==> src/rtl/dtpwm_pkg.sv <==
package dtpwm_pkg;

    typedef enum logic [1:0] {
        PH_IDLE = 2'd0,
        PH_HIGH = 2'd1,
        PH_LOW  = 2'd2
    } phase_e;

    localparam int DIV_W       = 7;
    localparam int SEL_W       = 2;
    localparam int CTRL_STRIDE = 16;

    // Field order: MSB first, so en lands at bit 0 of the slice.
    typedef struct packed {
        logic [DIV_W-1:0] div;
        logic [SEL_W-1:0] sel;
        logic             gate;
        logic             inv;
        logic             cst;
        logic             en;
    } chan_ctrl_t;

    localparam int CTRL_BITS = $bits(chan_ctrl_t);

endpackage

==> src/rtl/dtpwm_regs.sv <==
module dtpwm_regs
    import dtpwm_pkg::*;
#(
    parameter int CNT_W  = 16,
    parameter int NUM_CH = 2,
    parameter int AW     = 2
) (
    input  logic                          clk,
    input  logic                          rst_n,
    input  logic                          wr,
    input  logic [AW-1:0]                 addr,
    input  logic [2*CNT_W-1:0]            wdata,
    output logic [2*CNT_W-1:0]            rdata,
    output logic [NUM_CH-1:0][CNT_W-1:0]  hi_o,
    output logic [NUM_CH-1:0][CNT_W-1:0]  lo_o,
    output chan_ctrl_t [NUM_CH-1:0]       ctrl_o
);
    localparam int DW        = 2 * CNT_W;
    localparam int CTRL_ADDR = NUM_CH;

    logic [NUM_CH-1:0][CNT_W-1:0] hi_q;
    logic [NUM_CH-1:0][CNT_W-1:0] lo_q;
    chan_ctrl_t [NUM_CH-1:0]      ctrl_q;
    logic [DW-1:0]                ctrl_word;

    for (genvar c = 0; c < NUM_CH; c++) begin : g_ch
        always_ff @(posedge clk or negedge rst_n) begin
            if (!rst_n) begin
                hi_q[c]   <= '0;
                lo_q[c]   <= '0;
                ctrl_q[c] <= '0;
            end else if (wr) begin
                if (int'(addr) == c) begin
                    hi_q[c] <= wdata[CNT_W-1:0];
                    lo_q[c] <= wdata[DW-1:CNT_W];
                end
                if (int'(addr) == CTRL_ADDR) begin
                    ctrl_q[c] <= chan_ctrl_t'(wdata[c*CTRL_STRIDE +: CTRL_BITS]);
                end
            end
        end
    end

    always_comb begin
        ctrl_word = '0;
        for (int c = 0; c < NUM_CH; c++) begin
            ctrl_word[c*CTRL_STRIDE +: CTRL_BITS] = ctrl_q[c];
        end
    end

    always_comb begin
        rdata = '0;
        for (int c = 0; c < NUM_CH; c++) begin
            if (int'(addr) == c) rdata = {lo_q[c], hi_q[c]};
        end
        if (int'(addr) == CTRL_ADDR) rdata = ctrl_word;
    end

    assign hi_o   = hi_q;
    assign lo_o   = lo_q;
    assign ctrl_o = ctrl_q;

    // a control write is stored exactly in the slice bits.
    assert_ctrl_store_R8: assert property (@(posedge clk) disable iff (!rst_n)
        (wr && int'(addr) == CTRL_ADDR) |=>
            (ctrl_q[0] == chan_ctrl_t'($past(wdata[CTRL_BITS-1:0]))));

endmodule

==> src/rtl/dtpwm_tick.sv <==
module dtpwm_tick
    import dtpwm_pkg::*;
#(
    parameter int SRC_N = 4
) (
    input  logic             clk,
    input  logic             rst_n,
    input  logic             run,
    input  logic             gate,
    input  logic [SEL_W-1:0] sel,
    input  logic [DIV_W-1:0] div,
    input  logic [SRC_N-1:0] src_tick,
    output logic             tick_o
);
    logic [DIV_W-1:0] dcnt;
    logic             picked;
    logic             at_end;

    assign picked = src_tick[sel];
    assign at_end = (dcnt >= div);
    assign tick_o = run && gate && picked && at_end;

    always_ff @(posedge clk or negedge rst_n) begin
        if (!rst_n) begin
            dcnt <= '0;
        end else if (!run) begin
            dcnt <= '0;
        end else if (gate && picked) begin
            dcnt <= at_end ? '0 : dcnt + 1'b1;
        end
    end

    // after a divided tick the next one needs div+1 more enables.
    assert_tick_gap_R9: assert property (@(posedge clk) disable iff (!rst_n)
        tick_o |=> (!tick_o || div == '0));

    // a stopped divider sits at zero.
    assert_div_clear_R6: assert property (@(posedge clk) disable iff (!rst_n)
        !run |=> (dcnt == '0));

endmodule

==> src/rtl/dtpwm_chan.sv <==
module dtpwm_chan
    import dtpwm_pkg::*;
#(
    parameter int CNT_W = 16
) (
    input  logic             clk,
    input  logic             rst_n,
    input  logic             tick,
    input  logic             en,
    input  logic             cst,
    input  logic             inv,
    input  logic [CNT_W-1:0] hi,
    input  logic [CNT_W-1:0] lo,
    output logic             pwm_o
);
    phase_e           ph, ph_n;
    logic [CNT_W-1:0] cnt, cnt_n;
    logic [CNT_W-1:0] sh_hi, sh_lo;
    logic             load;
    logic [CNT_W-1:0] term_hi, term_lo;
    logic             lvl;

    function automatic logic [CNT_W-1:0] term_of(input logic [CNT_W-1:0] v,
                                                  input logic exact);
        if (!exact)       return v;
        else if (v == '0) return '0;
        else              return v - 1'b1;
    endfunction

    assign term_hi = term_of(sh_hi, cst);
    assign term_lo = term_of(sh_lo, cst);

    // Next-state process.
    always_comb begin
        ph_n  = ph;
        cnt_n = cnt;
        load  = 1'b0;
        unique case (ph)
            PH_IDLE: begin
                ph_n  = PH_HIGH;
                cnt_n = '0;
                load  = 1'b1;
            end
            PH_HIGH: begin
                if (tick) begin
                    if (cnt >= term_hi) begin
                        ph_n  = PH_LOW;
                        cnt_n = '0;
                    end else begin
                        cnt_n = cnt + 1'b1;
                    end
                end
            end
            PH_LOW: begin
                if (tick) begin
                    if (cnt >= term_lo) begin
                        ph_n  = PH_HIGH;
                        cnt_n = '0;
                        load  = 1'b1;
                    end else begin
                        cnt_n = cnt + 1'b1;
                    end
                end
            end
            default: begin
                ph_n  = PH_IDLE;
                cnt_n = '0;
            end
        endcase
        if (!en) begin
            ph_n  = PH_IDLE;
            cnt_n = '0;
            load  = 1'b0;
        end
    end

    // State register process.
    always_ff @(posedge clk or negedge rst_n) begin
        if (!rst_n) begin
            ph    <= PH_IDLE;
            cnt   <= '0;
            sh_hi <= '0;
            sh_lo <= '0;
        end else begin
            ph  <= ph_n;
            cnt <= cnt_n;
            if (load) begin
                sh_hi <= hi;
                sh_lo <= lo;
            end
        end
    end

    // Output process.
    always_comb begin
        unique case (ph)
            PH_HIGH: lvl = 1'b1;
            PH_LOW:  lvl = 1'b0;
            default: lvl = 1'b0;
        endcase
        if (cst && sh_hi == '0)      lvl = 1'b0;
        else if (cst && sh_lo == '0) lvl = 1'b1;
        pwm_o = (en && ph != PH_IDLE) ? (lvl ^ inv) : inv;
    end

    // a disabled channel rests in PH_IDLE with a cleared counter.
    assert_off_idle_R6: assert property (@(posedge clk) disable iff (!rst_n)
        !en |=> (ph == PH_IDLE && cnt == '0));

    // the phase counter never passes the programmed count.
    assert_high_bound_R2: assert property (@(posedge clk) disable iff (!rst_n)
        (ph == PH_HIGH && !cst) |-> (cnt <= sh_hi));

    assert_low_bound_R2: assert property (@(posedge clk) disable iff (!rst_n)
        (ph == PH_LOW && !cst) |-> (cnt <= sh_lo));

    // a zero low count in constant mode never lets the output move.
    assert_const_steady_R4: assert property (@(posedge clk) disable iff (!rst_n)
        (en && cst && ph != PH_IDLE && sh_hi != '0 && sh_lo == '0 &&
         $past(en && cst && ph != PH_IDLE && sh_hi != '0 && sh_lo == '0) &&
         $stable(inv)) |-> $stable(pwm_o));

endmodule

==> src/rtl/dual_tick_pwm.sv <==
module dual_tick_pwm
    import dtpwm_pkg::*;
#(
    parameter int CNT_W  = 16,
    parameter int NUM_CH = 2,
    parameter int SRC_N  = 4
) (
    input  logic                 clk,
    input  logic                 rst_n,
    input  logic [SRC_N-1:0]     src_tick,
    input  logic                 reg_wr,
    input  logic [1:0]           reg_addr,
    input  logic [2*CNT_W-1:0]   reg_wdata,
    output logic [2*CNT_W-1:0]   reg_rdata,
    output logic [NUM_CH-1:0]    pwm_out
);
    logic [NUM_CH-1:0][CNT_W-1:0] hi_w;
    logic [NUM_CH-1:0][CNT_W-1:0] lo_w;
    chan_ctrl_t [NUM_CH-1:0]      ctrl_w;
    logic [NUM_CH-1:0]            tick_w;

    dtpwm_regs #(
        .CNT_W  (CNT_W),
        .NUM_CH (NUM_CH),
        .AW     (2)
    ) u_regs (
        .clk    (clk),
        .rst_n  (rst_n),
        .wr     (reg_wr),
        .addr   (reg_addr),
        .wdata  (reg_wdata),
        .rdata  (reg_rdata),
        .hi_o   (hi_w),
        .lo_o   (lo_w),
        .ctrl_o (ctrl_w)
    );

    for (genvar c = 0; c < NUM_CH; c++) begin : g_chan
        dtpwm_tick #(
            .SRC_N (SRC_N)
        ) u_tick (
            .clk      (clk),
            .rst_n    (rst_n),
            .run      (ctrl_w[c].en),
            .gate     (ctrl_w[c].gate),
            .sel      (ctrl_w[c].sel),
            .div      (ctrl_w[c].div),
            .src_tick (src_tick),
            .tick_o   (tick_w[c])
        );

        dtpwm_chan #(
            .CNT_W (CNT_W)
        ) u_chan (
            .clk   (clk),
            .rst_n (rst_n),
            .tick  (tick_w[c]),
            .en    (ctrl_w[c].en),
            .cst   (ctrl_w[c].cst),
            .inv   (ctrl_w[c].inv),
            .hi    (hi_w[c]),
            .lo    (lo_w[c]),
            .pwm_o (pwm_out[c])
        );
    end

    // an enable cleared by a write idles the output on that same edge.
    assert_stop_now_R5: assert property (@(posedge clk) disable iff (!rst_n)
        (reg_wr && reg_addr == 2'd2 && !reg_wdata[0]) |=>
            (pwm_out[0] == reg_rdata[2] || reg_addr != 2'd2 ||
             pwm_out[0] == $past(reg_wdata[2])));

endmodule

==> config.mk <==
export PLATFORM = sky130hd
export DESIGN_NAME = dual_tick_pwm
export DESIGN_NICKNAME = d
export VERILOG_FILES = /design/src/rtl/dtpwm_pkg.sv /design/src/rtl/dtpwm_regs.sv /design/src/rtl/dtpwm_tick.sv /design/src/rtl/dtpwm_chan.sv /design/src/rtl/dual_tick_pwm.sv
export SDC_FILE = /design/constraint.sdc
export NUM_CORES = 1
export LEC_CHECK = 0
export ABC_AREA = 1
export BUFFER_PORTS_ARGS = -buffer_cell sky130_fd_sc_hd__buf_2
export CAP_MARGIN = 15
export CORE_ASPECT_RATIO = 2
export CORE_MARGIN = 1.5
export CORE_UTILIZATION = 50
export DETAILED_ROUTE_END_ITERATION = 10
export PLACE_DENSITY_LB_ADDON = 0.05
export RECOVER_POWER = 100
export SLEW_MARGIN = 20
export SYNTH_ARGS = -nofsm -noshare
export SYNTH_HDL_FRONTEND = slang
export SYNTH_SLANG_ARGS = --single-unit
==> constraint.sdc <==
create_clock -name clk -period 3.65 [get_ports clk]
set_input_delay 0.5475 -clock clk [delete_from_list [all_inputs] [get_ports clk]]
set_output_delay 0.5475 -clock clk [all_outputs]
set_load 0.01 [all_outputs]
# == Yosys cells after proc, flatten, opt, wreduce, memory -nomap -nowiden ==
# Cells that the tools add are included.
# totals
ff_bits,204
inputBits,41
output_inout_bits,34
wordCells,151
# classes
addsub,8
magnitude_cmp,8
eq_ne,16
n_mux,61
bitwise_logic,2
n_reduce_logical,30
# op_table
op,count
16-bit 2-to-1 mux,18
32-bit 2-to-1 mux,3
16-bit >= comparator,4
16-bit zero test,4
16-bit one-hot mux with 2 select lines,2
16-bit by 1-bit subtractor with 16-bit output (second input constant),4
7-bit 2-to-1 mux,6
16-bit by 1-bit adder with 16-bit output (second input constant),2
3-bit by 2-bit != test with 1-bit output (second input constant),8
2-bit 2-to-1 mux,10
1-bit 2-to-1 mux,16
7-bit by 1-bit adder with 7-bit output (second input constant),2
7-bit >= comparator,2
1-bit logical AND,14
2-bit one-hot mux with 3 select lines,2
2-bit AND reduction,5
2-bit == test (second input constant),4
4-bit AND reduction,2
2-bit zero test,3
2-bit by 3-bit less-than comparator with 1-bit output (second input constant),2
1-bit binary-select mux with 2-bit select,2
2-bit by 1-bit == test with 1-bit output (second input constant),2
2-bit by 1-bit != test with 1-bit output (second input constant),2
1-bit one-hot mux with 2 select lines,2
2 further kinds,4

# == Logic depth before layout (Yosys ltp) ==
# Gate-level depths: netlist of the first run.
# depth
depth_word,8
depth_mapped,24

# == By module ==
# A second synthesis of the first run with hierarchy kept.
# unflattened
cells_unflattened,1916
area_unflattened_um2,13924.6
# by_module_without_submodules
module,n_inst,cells_per_inst,area_per_inst_um2,seq_area_each_um2
dtpwm_chan,2,587,4101.4,1251.2
dtpwm_regs,1,538,4332.9,2252.2
dtpwm_tick,2,102,694.4,175.2

# == Worst setup path before layout of the first run ==
# OpenSTA, ideal clock, no wires.
# synth_timing
path_type,reg2reg
start,register g_chan[0].u_chan.sh_hi[0]
end,register g_chan[0].u_chan.cnt[14]
setup_ps,77
t_arrival_ps,2658
required_ps,3573
setup_slack_ps,914
path_stages_with_launch,20
cell_sequence,dfrtp_1 inv_1 ha_1 nand2_1 nor2_1 nand2_2 nor4_4 nand3_1 a21boi_1 o21ai_0 ha_1 nand2_1 o21bai_1 a21oi_1 nor2_1 nand3_1 nand2_1 buf_4 nand2_1 a21oi_1
# synth_between
elab_chain_cells,8
# synth_rtl
item,line_no,source
from (decl),dtpwm_chan.sv:18,"logic [CNT_W-1:0] sh_hi, sh_lo;"
from (signal assigned),dtpwm_chan.sv:88,sh_hi <= hi;
16-bit by 1-bit subtractor with 16-bit output / 16-bit zero test (equally long branches),"dtpwm_chan.sv:27, dtpwm_chan.sv:26",
16-bit 2-to-1 mux,dtpwm_chan.sv:26,else if (v == '0) return '0;
16-bit 2-to-1 mux *,dtpwm_chan.sv:25,if (!exact) return v;
16-bit >= comparator *,dtpwm_chan.sv:46,if (cnt >= term_hi) begin
16-bit 2-to-1 mux *,dtpwm_chan.sv:46,
16-bit 2-to-1 mux *,dtpwm_chan.sv:45,if (tick) begin
16-bit one-hot mux with 2 select lines *,dtpwm_chan.sv:38,unique case (ph)
16-bit 2-to-1 mux *,dtpwm_chan.sv:70,if (!en) begin
to (signal assigned),dtpwm_chan.sv:86,cnt <= cnt_n;
to (decl),dtpwm_chan.sv:17,"logic [CNT_W-1:0] cnt, cnt_n;"
# Every way passes the cells marked *; elsewhere a longest branch is shown, timed or not. The select of a mux whose other input is x is not followed.
# A chain may end at the register's enable or synchronous reset.

# == Final worst setup path of the first run ==
# layout_timing
start,register g_chan[1].u_chan.sh_lo[1]
end,register g_chan[1].u_chan.sh_lo[7]
# layout_between
elab_chain_cells,8
# layout_rtl
item,line_no,source
from (decl),dtpwm_chan.sv:18,
from (signal assigned),dtpwm_chan.sv:89,sh_lo <= lo;
16-bit by 1-bit subtractor with 16-bit output / 16-bit zero test (equally long branches),"dtpwm_chan.sv:27, dtpwm_chan.sv:26",
16-bit 2-to-1 mux,dtpwm_chan.sv:26,
16-bit 2-to-1 mux *,dtpwm_chan.sv:25,
16-bit >= comparator *,dtpwm_chan.sv:56,if (cnt >= term_lo) begin
1-bit 2-to-1 mux *,dtpwm_chan.sv:56,
1-bit 2-to-1 mux *,dtpwm_chan.sv:55,if (tick) begin
1-bit one-hot mux with 2 select lines *,dtpwm_chan.sv:38,
1-bit 2-to-1 mux *,dtpwm_chan.sv:70,
# Every way passes the cells marked *; elsewhere a longest branch is shown, timed or not.

==> results.md, run 1 <==
| Stage | Item | Reported |
|:---|:---|:---|
| detailed routing | Routed wire per std cell | 16.4 um |
| place | RePlAce Congestion | 0.867 |
| critical path | Worst setup EP type | flip-flop |
| cells and area | Post-layout nets | 1984 |
| timing | Count of final max-slew check failures | 276 |
| critical path | Largest stage delay on the critical path | 0.39 ns |
| cells and area | Commonest non-fill, non-tap cell in the layout | nand2_1 |
| cts | Max Root-Sink Buffers | 3 |
| timing | Setup violation total in the final timing report | 0 |
| run | Max Cap Viol | 4 |
| detailed routing | Wire length after detailed routing | 36100 um |
| place | HPWL after DPL | 27500 um |
| detailed routing | Number of DRC markers after the initial detailed-route iteration | 806 |
| logic synthesis | Register bit total from synthesis | 204 |
| die | Die height | 233 um |
| critical path | CP delay by family, top | simple AND/OR/NAND/NOR gates |
| critical path | Critical Path Start Type | flip-flop |
| timing | Setup TNS Final | 0 ns |
| timing | Fin crit share | 89.3% |
| die | Starting density of the core | 50.5% |
| cts | Reg clk slew, reported paths | 0.07 ns |
| global route | Number of antenna violations at the first check in global routing | 1 |
| die | Number of primary I/O pins | 75 |
| logic synthesis | Gate count of the mapped netlist | 1790 |
| cells and area | Area growth from synthesis to final layout | 9.87% |
| logic synthesis | Yosys cell types | 49 |
| die | Die area | 27500 um^2 |
| die | Width of the die | 118 um |
| logic synthesis | Netlist Area Pre-Place | 13200 um^2 |
| logic synthesis | Number of enable flip-flop cells after synthesis | 0 |
| detailed routing | Residual DRC count | 0 |
| detailed routing | Vias post-DR | 11823 |
| timing | Remaining max-slew budget at the tightest pin | -64.2% |
| min path | Kind of path behind the tightest hold check | input port to flip-flop |
| global route | GR Util All Layers | 26.5% |
| timing | Time the final worst path needs with I/O delays and setup | 3.26 ns |
| cts | Post-CTS Setup Inserts | 0 |
| critical path | Data required time of the worst path | 4.10 ns |
| critical path | Top cell by count, worst path | nand2_1 |
| cts | Resize count post-CTS | 0 |
| status | Result of the run | finished with violations |
| cells and area | Ant diodes | 0 |
| logic synthesis | Async SR Flop Fraction | 100% |
| status | Violations in the final reports | capacitance limit, slew limit |
| cells and area | Proportion of layout cells with a drive suffix above 1 | 7.36% |
| critical path | Number of buffer and inverter stages on the critical path | 2 |
| critical path | Standard cell with the maximum stage delay on the critical path | dfrtp_1 |
| logic synthesis | Leading post-synthesis cells by cell area | dfrtp_1 (39%), nand2_1 (16%), ha_1 (8.9%) |
| power and ir drop | Post-route total power | 9420 uW |
| logic synthesis | Commonest register cell after synthesis | dfrtp_1 |
| global route | Pin count of the biggest net entering global routing | 94 |
| detailed routing | Remaining antenna violation count after routing | 0 |
| timing | Number of hold violations in the final report | 0 |
| power and ir drop | Leakage power summed over all cells | 0.00763 uW |
| cts | Number of buffers created by CTS | 20 |
| critical path | Cells along the critical path | inv_1 > ha_1 > nand2_1 > nor2_1 > nand2_1 > nor3_1 > nand3_1 > nor2_1 > or2_2 > nand3_1 > ha_1 > nand4_1 > nor3_1 > nand2_1 > nand2_1 > nand2_1 > nand2_4 > buf_4 > nand3_1 > nand2_1 |
| die | Core area | 26200 um^2 |
| global route | Overflow left after global routing | 0 |
| global route | Number of global-route vias before repair | 11355 |
| timing | Worst-case clock skew | 0.0151 ns |
| critical path | CP arrival | 3.71 ns |
| cells and area | Most used cells in the layout excluding fill and tap cells | nand2_1 (572), dfrtp_1 (204), inv_1 (200) |
| cts | Num Clock Sinks | 204 |
| timing | Worst-Margin Slew | 2.46 ns |
| logic synthesis | Count of yosys warnings during synthesis | 0 |
| timing | Maximum frequency from static timing analysis | 307 MHz |
| cts | Hold buffers post-CTS | 0 |
| power and ir drop | Maximum VDD drop | 0.000462 V |
| die | Std cell rows | 84 |
| power and ir drop | Areal power density over the cells | 648 nW/um^2 |
| cts | Later-pin clock latency in the skew report | 0.52 ns |
| detailed routing | First-pass iteration count of the detailed router | 6 |
| cts | Root Buffer Master | clkbuf_16 |
| logic synthesis | Sequential element share of the synthesized area | 38.6% |
| cts | H-Tree Depth | 1 |
| critical path | Peak fanout along the critical path | 32 |
| timing | RSZ-0062 raised after global routing | false |
| critical path | Crit path kind | flip-flop to flip-flop |
| timing | Hold Slack | 0.308 ns |
| place | Number of buffers added on ports | 74 |
| logic synthesis | Average size of a mapped cell | 7.38 um^2 |
| logic synthesis | Library cell occupying the most area in the post-synthesis netlist | dfrtp_1 |
| cts | TritonCTS clock tree | yes |
| detailed routing | Mean number of vias per cell | 5.36 |
| logic synthesis | Share of Yosys cell area claimed by the top area cell type | 38.6% |
| logic synthesis | Post-synthesis net count | 1925 |
| global route | First-pass GRT wire length | 58200 um |
## kinds of logic (layout without fill, tap and decap cells)
| kind of cell | after synthesis | after routing | share of synthesized area [%] |
|---|---|---|---|
| simple gates | 942 | 942 | 30.9 |
| buf+inv | 266 | 338 | 8.33 |
| compound gates | 237 | 237 | 10.1 |
| flops | 204 | 204 | 38.6 |
| fa+ha+maj | 94 | 94 | 8.90 |
| xor+xnor | 47 | 47 | 3.11 |
## state kept, by name (all words and copies together), names as in the netlist
register	count
g_chan.u_chan.cnt	32
g_chan.u_chan.ph	4
g_chan.u_chan.sh_hi	32
g_chan.u_chan.sh_lo	32
g_chan.u_tick.dcnt	14
u_regs.ctrl_o	26
u_regs.hi_o	32
u_regs.lo_o	32
## layout make-up
cell class / instances / area (um^2)
fillers: 2552 / 11600
flip-flops and latches: 204 / 5100
clock inverters: 7 / 113
repair buffers: 97 / 523
inverters: 206 / 776
multi-input cells: 1320 / 7010
well taps: 344 / 430
clock buffers: 28 / 562
## path summary, 6_finish.rpt
kind,endpoint,depth (start not counted),slack (ns),from
setup / recovery,g_chan[1].u_chan.sh_lo[7],20,0.39,g_chan[1].u_chan.sh_lo[1]
hold / removal,u_regs.hi_o[29],3,0.31,reg_wdata[13]
setup reg to reg,g_chan[1].u_chan.sh_lo[7],20,0.39,g_chan[1].u_chan.sh_lo[1]
hold reg to reg,u_regs.ctrl_o[22],2,0.49,u_regs.ctrl_o[22]
max in group asynchronous,u_regs.lo_o[13],2,1.06,rst_n
min in group asynchronous,g_chan[1].u_chan.cnt[13],1,0.73,rst_n
## cells in the mapped netlist (all sizes together), types with 6 or more instances
cell and count:
a21oi 51, a22o 6, buf 28, clkbuf 32, dfrtp 204, ha 94
inv 205, nand2 580, nand3 165, nand3b 10, nand4 28, nor2 105
nor3 32, nor4 6, o211ai 26, o21ai 126, o22ai 8, or2 15
xnor2 9, xor2 38
## power by group
part	internal, uW	switching, uW
sequential	2780	665
combinational	1360	2390
clock	1290	927
## worst register-to-register path: stages (launching register included)
cell and delay [ns]:
dfrtp_1 0.39, inv_1 0.10, ha_1 0.17, nand2_1 0.05
nor2_1 0.16, nand2_1 0.12, nor3_1 0.24, nand3_1 0.16
nor2_1 0.14, or2_2 0.12, nand3_1 0.06, ha_1 0.30
nand4_1 0.13, nor3_1 0.15, nand2_1 0.11, nand2_1 0.07
nand2_1 0.08, nand2_4 0.08, buf_4 0.32, nand3_1 0.14
nand2_1 0.10
## metrics by stage
step                      worst slack, ns  cells  util [%]  area (um^2)
after floorplan                     0.914   1790         -        13200
after global placement              0.424   2171      53.2        13900
after detailed placement            0.407   2171      53.2        13900
after CTS                           0.390   2206      55.8        14600
after global routing              0.00441   2206      55.5        14500
final                               0.391   2206      55.5        14500
## metal layers
layer	routed length (um)	GRT usage (%)	share of wire [%]	up-vias
li1	-	-	-	5945
met1	14600	30.4	40	5597
met2	19200	50.3	53	217
met3	1160	2.97	3.2	62
met4	1150	9.68	3.2	2
met5	13	0	0.036	-
(Power assumes the default switching activity.)
==> inputs of run 2 (changes only) <==
--- a/config.mk
+++ b/config.mk
@@ -11,7 +11,9 @@
 export CORE_ASPECT_RATIO = 2
 export CORE_MARGIN = 1.5
 export CORE_UTILIZATION = 50
+export CTS_CLUSTER_DIAMETER = 80
 export DETAILED_ROUTE_END_ITERATION = 10
+export GPL_TIMING_DRIVEN = 0
 export PLACE_DENSITY_LB_ADDON = 0.05
 export RECOVER_POWER = 100
 export SLEW_MARGIN = 20
==> results.md, run 2 (synthesized netlist as in run 1, its figures left out) <==
| Stage | Item | Reported | Delta |
|:---|:---|:---|:---|
| status | Result of the run | finished with violations |  |
| status | Violations in the final reports | capacitance limit, slew limit |  |
| critical path | Worst setup EP type | flip-flop |  |
| run | Max Cap Viol | 1 | -3 |
| global route | Pin count of the biggest net entering global routing | 96 | +2.1% |
| cells and area | Most used cells in the layout excluding fill and tap cells | nand2_1 (571), dfrtp_1 (204), inv_1 (200) |  |
| cts | Max Root-Sink Buffers | 3 | unchanged |
| timing | Remaining max-slew budget at the tightest pin | -28.1% | +36 points |
| timing | Post-layout worst setup margin | 0.327 ns | -0.0638 ns |
| die | Number of primary I/O pins | 75 | unchanged |
| timing | Worst-case clock skew | 0.0178 ns | +0.00266 ns |
| critical path | CP arrival | 3.72 ns | about the same |
| critical path | Peak fanout along the critical path | 10 | -69% |
| place | Number of buffers added on ports | 74 | unchanged |
| critical path | Largest stage delay on the critical path | 0.33 ns | -0.06 ns |
| global route | Number of global-route vias before repair | 12007 | +5.7% |
| detailed routing | Residual DRC count | 0 | unchanged |
| power and ir drop | Maximum VDD drop | 0.000382 V | -17% |
| power and ir drop | Areal power density over the cells | 640 nW/um^2 | -1.3% |
| critical path | Register-to-register setup slack | 0.33 ns | -0.06 ns |
| cells and area | Ant diodes | 0 | unchanged |
| cells and area | Proportion of layout cells with a drive suffix above 1 | 7.72% | +0.36 points |
| critical path | Cells along the critical path | buf_2 > inv_1 > nor2_1 > nand2_1 > nor4_2 > nand4_1 > a21oi_1 > o21ai_0 > ha_1 > a21oi_1 > o21ai_0 > a21oi_1 > nand2_1 > nand3_1 > nand2_2 > buf_4 > nand3_1 > nand2_1 |  |
| critical path | RR Endpoint | g_chan[0].u_chan.sh_hi[14] |  |
| min path | Hold depth | 3 | unchanged |
| timing | Hold Slack | 0.306 ns | -0.00261 ns |
| min path | Hold Path End | u_regs.hi_o[13] |  |
| cts | Reg clk slew, reported paths | 0.06 ns | about the same |
| timing | RSZ-0062 raised after global routing | false |  |
| critical path | Crit path kind | flip-flop to flip-flop |  |
| cts | Num Clock Sinks | 204 | unchanged |
| die | Starting density of the core | 50.5% | unchanged |
| min path | Kind of path behind the tightest hold check | input port to flip-flop |  |
| critical path | Critical Path Start Type | flip-flop |  |
| place | HPWL after DPL | 30900 um | +13% |
| cts | Number of buffers created by CTS | 22 | +10% |
| place | Worst slack, placed | 0.172 ns | -0.235 ns |
| global route | First-pass GRT wire length | 62500 um | +7.3% |
| timing | Count of final max-slew check failures | 31 | -89% |
| critical path | Origin of the critical flop-to-flop path | u_regs.ctrl_o[1] |  |
| die | Die height | 233 um | unchanged |
| detailed routing | Vias post-DR | 12080 | +2.2% |
| cts | H-Tree Depth | 1 | unchanged |
| timing | Fin crit share | 91.0% | +1.7 points |
| timing | Time the final worst path needs with I/O delays and setup | 3.32 ns | +0.0638 ns |
| timing | Setup violation total in the final timing report | 0 | unchanged |
| timing | Number of hold violations in the final report | 0 | unchanged |
| detailed routing | Remaining antenna violation count after routing | 0 | unchanged |
| cts | Later-pin clock latency in the skew report | 0.52 ns | about the same |
| timing | Worst-Margin Slew | 1.92 ns | -0.542 ns |
| global route | Number of antenna violations at the first check in global routing | 0 | -1 |
| place | RePlAce Congestion | 0.984 | +13% |
| cts | TritonCTS clock tree | yes |  |
| critical path | Standard cell with the maximum stage delay on the critical path | ha_1 |  |
| critical path | Data required time of the worst path | 4.05 ns | -0.05 ns |
| critical path | Logic depth of the worst register-to-register path | 18 | -10% |
| detailed routing | First-pass iteration count of the detailed router | 5 | -1 |
| detailed routing | Wire length after detailed routing | 38600 um | +7.0% |
| cells and area | Area growth from synthesis to final layout | 11.4% |  |
| global route | Overflow left after global routing | 0 | unchanged |
| die | Std cell rows | 84 | unchanged |
| die | Width of the die | 118 um | unchanged |
| cells and area | Post-layout nets | 2028 | +2.2% |
| cells and area | Total of fill cells in the finished design | 2619 | +2.6% |
| detailed routing | Number of DRC markers after the initial detailed-route iteration | 521 | -35% |
| min path | Startpoint of the tightest hold check path | reg_wdata[13] |  |
| place | Number of placed cells counting well taps | 2210 | +1.8% |
| cells and area | Finished Layout Cells | 2249 | +1.9% |
| power and ir drop | Leakage power summed over all cells | 0.00770 uW | +0.92% |
| timing | Maximum frequency from static timing analysis | 301 MHz | -1.9% |
| detailed routing | Routed wire per std cell | 17.2 um | +5.0% |
| global route | GR Util All Layers | 29.0% | +2.4 points |
| cells and area | Commonest non-fill, non-tap cell in the layout | nand2_1 |  |
| die | Core area | 26200 um^2 | unchanged |
| cts | Root Buffer Master | clkbuf_16 |  |
| die | Die area | 27500 um^2 | unchanged |
| detailed routing | Mean number of vias per cell | 5.37 | +0.22% |
run 2: cell count changes in the layout (fill, tap and decap cells not counted), moves of 3 or more:
cell,delta
buf_4,-9
clkbuf_1,+32
buf_6,+7
buf_12,-3
buf_2,+8
run 2: report_power, final:
| part | switching (uW) | leakage (uW) | total (uW) | internal [uW] |
|---|---|---|---|---|
| Sequential | 652 | 0.00264 | 3430 | 2780 |
| Combinational | 2420 | 0.00473 | 3810 | 1380 |
| Clock | 932 | 0.000329 | 2180 | 1240 |
run 2: worst max-delay path by stage:
stage,depth (start not counted),start,endpoint,slack (ns)
final,18,u_regs.ctrl_o[1],g_chan[0].u_chan.sh_hi[14],0.33
after global routing,22,g_chan[1].u_chan.sh_lo[1],g_chan[1].u_chan.cnt[15],0.007
after CTS,22,g_chan[1].u_chan.sh_lo[1],g_chan[1].u_chan.cnt[15],0.15
after detailed placement,22,g_chan[1].u_chan.sh_lo[1],g_chan[1].u_chan.cnt[15],0.17
after global placement,1,rst_n,u_regs.hi_o[10],-1.55
after floorplan,19,g_chan[0].u_chan.sh_hi[0],g_chan[0].u_chan.cnt[14],0.91
run 2: what timing repair did:
item,CTS,global route
hold buffers,1,0
endpoints found under the setup margin,0,55
setup buffers,0,2
endpoints found under the hold margin,30,0
gates resized for setup,0,5
run 2: layout make-up:
cell class | count | area (um^2) | area share (%)
timing repair buffer | 79 | 389 | 2.64
buffer | 60 | 307 | 2.08
multi-input combinational | 1320 | 7030 | 47.8
inverter | 206 | 776 | 5.27
tap | 344 | 430 | 2.92
clock buffer | 29 | 608 | 4.13
clock inverter | 7 | 75.1 | 0.510
sequential | 204 | 5100 | 34.7
run 2: per-layer routing:
metal  vias to the layer above  GRT usage (%)  share of wire [%]
li1                       6038              -                  -
met1                      5679           31.1                 38
met2                       250           54.5                 53
met3                       113           3.16                3.0
met4                         0           16.5                6.3
met5                         -              0                  0
run 2: stage by stage:
step / TNS [ns] / area (um^2) / util (%) / total power [uW]
floorplan: 0 / 13200 / - / 6160
global placement: -309.36 / 14000 / 53.6 / 7190
detailed placement: 0 / 14100 / 53.8 / 7310
CTS: 0 / 14800 / 56.5 / 9510
global route: 0 / 14700 / 56.2 / 10200
finish: 0 / 14700 / 56.2 / 9420
run 2: worst max-delay path: cells and delay by family, from the launching register on:
| family | cells | cell delay [ns] |
|---|---|---|
| adders and majority gates | 1 | 0.33 |
| buffers and inverters | 3 | 0.61 |
| DFF | 1 | 0.32 |
| AOI/OAI and AO/OA | 5 | 0.77 |
| and+or+nand+nor | 9 | 1.17 |
